## config.mk

```make
export PLATFORM = sky130hd
export DESIGN_NAME = bts_unit
export DESIGN_NICKNAME = d
export VERILOG_FILES = /design/src/rtl/bts_pkg.sv /design/src/rtl/bts_bitop.sv /design/src/rtl/bts_scan_tree.sv /design/src/rtl/bts_scan.sv /design/src/rtl/bts_unit.sv
export SDC_FILE = /design/constraint.sdc
export NUM_CORES = 1
export LEC_CHECK = 0
export ABC_AREA = 1
export CORE_ASPECT_RATIO = 2
export CORE_MARGIN = 2
export CORE_UTILIZATION = 32
export DETAILED_ROUTE_END_ITERATION = 10
export GPL_TIMING_DRIVEN = 0
export PLACE_DENSITY = 0.63
export SYNTH_ARGS = -nofsm -noshare
export SYNTH_HDL_FRONTEND = slang
export SYNTH_HIERARCHICAL = 1
export SYNTH_SLANG_ARGS = --single-unit
```

## constraint.sdc

```tcl
create_clock -name clk -period 2.25 [get_ports clk]
set_clock_uncertainty 0.1 [all_clocks]
set_input_delay 0.3375 -clock clk [delete_from_list [all_inputs] [get_ports clk]]
set_output_delay 0.3375 -clock clk [all_outputs]
set_load 0.05 [all_outputs]
```

## src/rtl/bts_pkg.sv

```systemverilog
package bts_pkg;

    parameter int DATA_W = 32;
    localparam int HALF_W = DATA_W / 2;
    localparam int IDX_W  = $clog2(DATA_W);

    typedef enum logic [2:0] {
        OP_TEST  = 3'b000,
        OP_CLR   = 3'b001,
        OP_SET   = 3'b010,
        OP_INV   = 3'b011,
        OP_FWD   = 3'b100,
        OP_REV   = 3'b101,
        OP_RSV6  = 3'b110,
        OP_RSV7  = 3'b111
    } bts_op_e;

    typedef struct packed {
        logic              old_bit;
        logic [DATA_W-1:0] value;
    } bit_res_t;

    typedef struct packed {
        logic             found;
        logic [IDX_W-1:0] idx;
    } scan_res_t;

    function automatic logic op_is_test(bts_op_e o);
        return (o == OP_TEST) || (o == OP_CLR) || (o == OP_SET) || (o == OP_INV);
    endfunction

    function automatic logic op_is_scan(bts_op_e o);
        return (o == OP_FWD) || (o == OP_REV);
    endfunction

endpackage

```

## src/rtl/bts_bitop.sv

```systemverilog
module bts_bitop
    import bts_pkg::*;
(
    input  logic [DATA_W-1:0] opnd,
    input  logic [IDX_W-1:0]  ofs,
    input  logic              wide,
    input  bts_op_e           op,
    output bit_res_t          res
);
    logic [IDX_W-1:0]  pos;
    logic [DATA_W-1:0] sel;

    // Offset wraps at the selected width
    assign pos = wide ? ofs : {1'b0, ofs[IDX_W-2:0]};
    assign sel = DATA_W'(1) << pos;

    always_comb begin
        res.old_bit = |(opnd & sel);
        unique case (op)
            OP_CLR:  res.value = opnd & ~sel;
            OP_SET:  res.value = opnd | sel;
            OP_INV:  res.value = opnd ^ sel;
            default: res.value = opnd;
        endcase
    end

    always_comb begin
        p_single_bit_change_r4: assert ($countones(res.value ^ opnd) <= 1)
            else $error("bitop touched more than one bit");
    end

endmodule

```

## src/rtl/bts_scan_tree.sv

```systemverilog
module bts_scan_tree #(
    parameter int W = 32
) (
    input  logic [W-1:0]         bits,
    output logic                 found,
    output logic [$clog2(W)-1:0] idx
);
    localparam int LVL = $clog2(W);

    logic [W-1:0]   v_lvl [LVL+1];
    logic [LVL-1:0] i_lvl [LVL+1][W];

    // Log-depth tree: the lower half wins at every node
    always_comb begin
        v_lvl[0] = bits;
        for (int n = 0; n < W; n++) i_lvl[0][n] = '0;
        for (int l = 0; l < LVL; l++) begin
            for (int n = 0; n < W; n++) begin
                if (n < (W >> (l + 1))) begin
                    v_lvl[l+1][n] = v_lvl[l][2*n] | v_lvl[l][2*n+1];
                    i_lvl[l+1][n] = v_lvl[l][2*n] ? i_lvl[l][2*n]
                                                  : (i_lvl[l][2*n+1] | (LVL'(1) << l));
                end else begin
                    v_lvl[l+1][n] = 1'b0;
                    i_lvl[l+1][n] = '0;
                end
            end
        end
    end

    assign found = v_lvl[LVL][0];
    assign idx   = i_lvl[LVL][0];

    always_comb begin
        if (found) begin
            p_idx_hits_set_r7: assert (bits[idx])
                else $error("scan index points at a clear bit");
        end
    end

endmodule

```

## src/rtl/bts_scan.sv

```systemverilog
module bts_scan
    import bts_pkg::*;
(
    input  logic [DATA_W-1:0] opnd,
    input  logic              wide,
    input  logic              reverse,
    output scan_res_t         res
);
    logic [DATA_W-1:0] rev_bits;
    logic [DATA_W-1:0] tree_in;
    logic              tree_found;
    logic [IDX_W-1:0]  tree_idx;
    logic [IDX_W-1:0]  top_idx;

    // Mirror the operand within the chosen width so one tree serves both directions
    for (genvar i = 0; i < DATA_W; i++) begin : g_mirror
        if (i < HALF_W) begin : g_low
            assign rev_bits[i] = wide ? opnd[DATA_W-1-i] : opnd[HALF_W-1-i];
        end else begin : g_high
            assign rev_bits[i] = wide ? opnd[DATA_W-1-i] : 1'b0;
        end
    end

    assign tree_in = reverse ? rev_bits : opnd;
    assign top_idx = wide ? IDX_W'(DATA_W - 1) : IDX_W'(HALF_W - 1);

    bts_scan_tree #(.W(DATA_W)) i_tree (
        .bits  (tree_in),
        .found (tree_found),
        .idx   (tree_idx)
    );

    assign res.found = tree_found;
    assign res.idx   = reverse ? (top_idx - tree_idx) : tree_idx;

endmodule

```

## src/rtl/bts_unit.sv

```systemverilog
module bts_unit
    import bts_pkg::*;
(
    input  logic              clk,
    input  logic              rst,
    input  logic              req_valid,
    input  logic [2:0]        op,
    input  logic              wide,
    input  logic [31:0]       operand,
    input  logic [4:0]        bit_ofs,
    output logic              res_valid,
    output logic [31:0]       res_value,
    output logic [4:0]        scan_idx,
    output logic              carry,
    output logic              zero
);
    bts_op_e           op_q;
    logic [DATA_W-1:0] opnd_m;
    bit_res_t          bit_r;
    scan_res_t         scan_r;

    assign op_q   = bts_op_e'(op);
    assign opnd_m = wide ? operand : {{HALF_W{1'b0}}, operand[HALF_W-1:0]};

    bts_bitop i_bitop (
        .opnd (opnd_m),
        .ofs  (bit_ofs),
        .wide (wide),
        .op   (op_q),
        .res  (bit_r)
    );

    bts_scan i_scan (
        .opnd    (opnd_m),
        .wide    (wide),
        .reverse (op_q == OP_REV),
        .res     (scan_r)
    );

    always_ff @(posedge clk) begin
        if (rst) begin
            res_valid <= 1'b0;
            res_value <= '0;
            scan_idx  <= '0;
            carry     <= 1'b0;
            zero      <= 1'b0;
        end else begin
            res_valid <= req_valid;
            if (req_valid) begin
                if (op_is_test(op_q)) begin
                    carry     <= bit_r.old_bit;
                    res_value <= bit_r.value;
                end
                if (op_is_scan(op_q)) begin
                    zero <= ~scan_r.found;
                    if (scan_r.found) scan_idx <= scan_r.idx;
                end
            end
        end
    end

    p_valid_follows_r2: assert property (@(posedge clk) disable iff (rst)
        req_valid |=> res_valid);
    p_valid_idle_r2: assert property (@(posedge clk) disable iff (rst)
        !req_valid |=> !res_valid);
    p_carry_bit_r3: assert property (@(posedge clk) disable iff (rst)
        (req_valid && op_is_test(op_q)) |=>
        carry == $past(((opnd_m >> (wide ? bit_ofs : {1'b0, bit_ofs[3:0]})) & 32'd1) != 32'd0));
    p_zero_holds_idx_r9: assert property (@(posedge clk) disable iff (rst)
        (req_valid && op_is_scan(op_q) && opnd_m == '0) |=> (zero && $stable(scan_idx)));
    p_test_keeps_scan_r10: assert property (@(posedge clk) disable iff (rst)
        (req_valid && op_is_test(op_q)) |=> ($stable(zero) && $stable(scan_idx)));
    p_scan_keeps_test_r10: assert property (@(posedge clk) disable iff (rst)
        (req_valid && op_is_scan(op_q)) |=> ($stable(carry) && $stable(res_value)));

endmodule

```

==> results_dict.tcl <==
set metrics [dict create \
    cts_buffers 5 \
    async_flop_share_pct 0 \
    synth_cell_types 40 \
    core_area_um2 18100 \
    synth-seq-cells 40 \
    hpwl_mm 17.3 \
    wirelength_mm 21.8 \
    cts.sinks 40 \
    path_max_fanout 8 \
    antenna_found_initial 0 \
    p_per_area_nw_per_um2 355 \
    io_pins 84 \
    first_iter_violations 375 \
    min-delay-path-class "input pin to flop" \
    gp_congestion 1.02 \
    ctsHoldBuffers 0 \
    wl_per_cell_um 16.6 \
    syn_to_final_growth_pct 36.7 \
    clock_path_buffers 2 \
    num_rows 70 \
    setup_ws_ns 0.0585 \
    syn_area_per_cell_um2 6.06 \
    final_design_area_no_fill_um2 8010 \
    synth_seq_area_share_pct 13.7 \
    cts_tree "yes" \
    synth_edf_count 0 \
    clk_latency_ns 0.30 \
    drive_gt1_share_pct 23.5 \
    grt_pass1_vias 6453 \
    maxSlewHeadroom_pct 65.0 \
    totalPowerFinal_mw 2.84 \
    placed_area_um2 6970 \
    final_hold_viol_count 0 \
    post-place-cells 1264 \
    clkTransAtPathRegs_ns 0.06 \
    port-buffer-count 82 \
    ir_drop_v 0.000235 \
    p_leak_nw 4.04 \
    grt_max_degree 13 \
    start_util_pct 32.3 \
    arrival_ns 2.29 \
    layout_commonest_cell "inv_1" \
    drc_errors 0 \
    fin_crit_ns 2.19 \
    htreeDepth 2 \
    die_area_um2 19500 \
    first_pass_iters 5 \
    grtUsageTotal_pct 22.1 \
    tightest_slew_ns 0.523 \
    via_per_inst 5.05 \
    finalCritPeriodShare_pct 97.4 \
    synthCells 966 \
    yosys_warnings 6 \
    cp-end-kind "flop" \
    die_w_um 99.7 \
    antenna_left 0 \
    grt_overflow 0 \
    slew_violations 0 \
    die_y_um 195 \
    grt_pass1_wl_mm 33.1 \
    required_ns 2.35 \
    stdcell_count 1310 \
    mostFrequentLayoutCells "147 x inv_1, 143 x nand2_1, 119 x nor2_1" \
    nets 1233 \
    max_freq_mhz 456 \
    rsz0062_at_grt "true" \
    diodes 0 \
    cp-start-kind "input pin" \
    setup_viol 0 \
    place_ws_ns -1.17 \
    outcome "finished, final reports clean" \
    synth_area_um2 5860 \
    num_vias 6616 \
    reg2reg_slack_ns 1.52 \
    synth-main-ff-cell "dfxtp_1" \
    cts_root_buffer "clkbuf_16" \
    final_core_util_pct 44.2 \
    path_class "input pin to flop" \
    cap_violations 0 \
    synthesis.nets 1106 \
]
==> cells by family (layout without fill, tap and decap cells) <==
group / Yosys count / after routing / share of synthesized area (%)
AND/OR/NAND/NOR: 499 / 499 / 38.9
XOR/XNOR: 5 / 5 / 0.748
adder cells (fa/ha/maj): 96 / 96 / 20.5
AO/OA/AOI/OAI: 66 / 66 / 7.24
buffers and inverters: 260 / 388 / 18.9
flip-flops: 40 / 40 / 13.7
==> layout make-up <==
class,count,area (um2)
Fill cell,1902,10100
Multi-Input combinational cell,666,4380
Timing Repair Buffer,121,1170
Inverter,209,845
Sequential cell,40,801
Buffer,50,390
Tap cell,216,270
Clock buffer,7,143
Clock inverter,1,7.51
==> where the power goes <==
| group | total [mW] | switching (mW) | leakage [nW] | internal (mW) |
|---|---|---|---|---|
| Combinational | 1.32 | 0.841 | 3.64 | 0.478 |
| Sequential | 0.776 | 0.0215 | 0.329 | 0.755 |
| Clock | 0.749 | 0.307 | 0.0701 | 0.442 |
| Total | 2.84 | 1.17 | 4.04 | 1.68 |
==> sequential cells by signal, summed over array words and instances, names as in the netlist <==
signal	cells
scan_idx	5
carry	1
res_value	32
res_valid	1
zero	1
==> through the flow <==
step | TNS (ns) | hold slack (ns)
4_1_cts | 0 | 0.386
6_report | 0 | 0.346
5_1_grt | -0.156 | 0.387
3_3_place_gp | -16.23 | 0.363
2_1_floorplan | 0 | 0.310
3_5_place_dp | -16.18 | 0.372
==> Yosys cell counts (3+ instances only) <==
cell      number  area (um2)
o22ai_2       10         125
ha_1          96        1200
o21ai_0       34         170
inv_2          4        15.0
clkbuf_2       3        15.0
nand2_2        4        25.0
buf_2         22         110
nor2_1       129         484
nor3_2         3        30.0
o21ai_1        5        25.0
nor2_2         4        25.0
clkbuf_1      11        41.3
xor2_1         4        35.0
nor2_4         3        33.8
o22ai_1        6        37.5
buf_4          6        45.0
a21oi_1        6        30.0
dfxtp_1       40         801
nand4_1       67         419
buf_6          9         101
inv_1        201         754
nand3_1       93         465
nand2_1      185         694
==> worst max-delay path: stages <==
cell and delay [ns]:
buf_12 0.11, clkinv_4 0.04, nand2_4 0.05, nor2_4 0.16
buf_12 0.17, nand2_8 0.09, buf_12 0.15, o22ai_4 0.13
inv_2 0.07, nand2_4 0.08, nor2_4 0.05, nand2_4 0.10
clkinv_4 0.07, nand2_2 0.06, nand2_2 0.05, nand2_1 0.06
nand2_1 0.07, xor2_1 0.16, inv_1 0.05, nand3_1 0.08
nand2_1 0.09, nor2_1 0.04
==> what timing repair did <==
item                       4_1_cts  5_1_grt
hold endpoints to repair         0        0
buffers inserted                13       23
resized for setup              140      117
setup endpoints to repair       19       11
pin swaps                       27       55
cloned                           1        2
==> metal layers <==
| layer | part of all wire (%) | vias to the layer above | GRT usage, % |
|---|---|---|---|
| met1 | 34 | 3057 | 20.9 |
| met2 | 54 | 205 | 41.8 |
| met4 | 8.3 | 0 | 17.4 |
| met3 | 3.3 | 87 | 2.08 |
| li1 | - | 3267 | - |
| met5 | 0 | - | 0 |
==> path summary, 6_finish.rpt <==
| kind | endpoint | cells after the start | start |
|---|---|---|---|
| min reg2reg | res_value[30] | 2 | res_value[30] |
| max reg2reg | zero | 3 | zero |
| max | scan_idx[0] | 22 | op[1] |
| min | scan_idx[4] | 5 | op[1] |
Power figures use the tool's default switching activity.
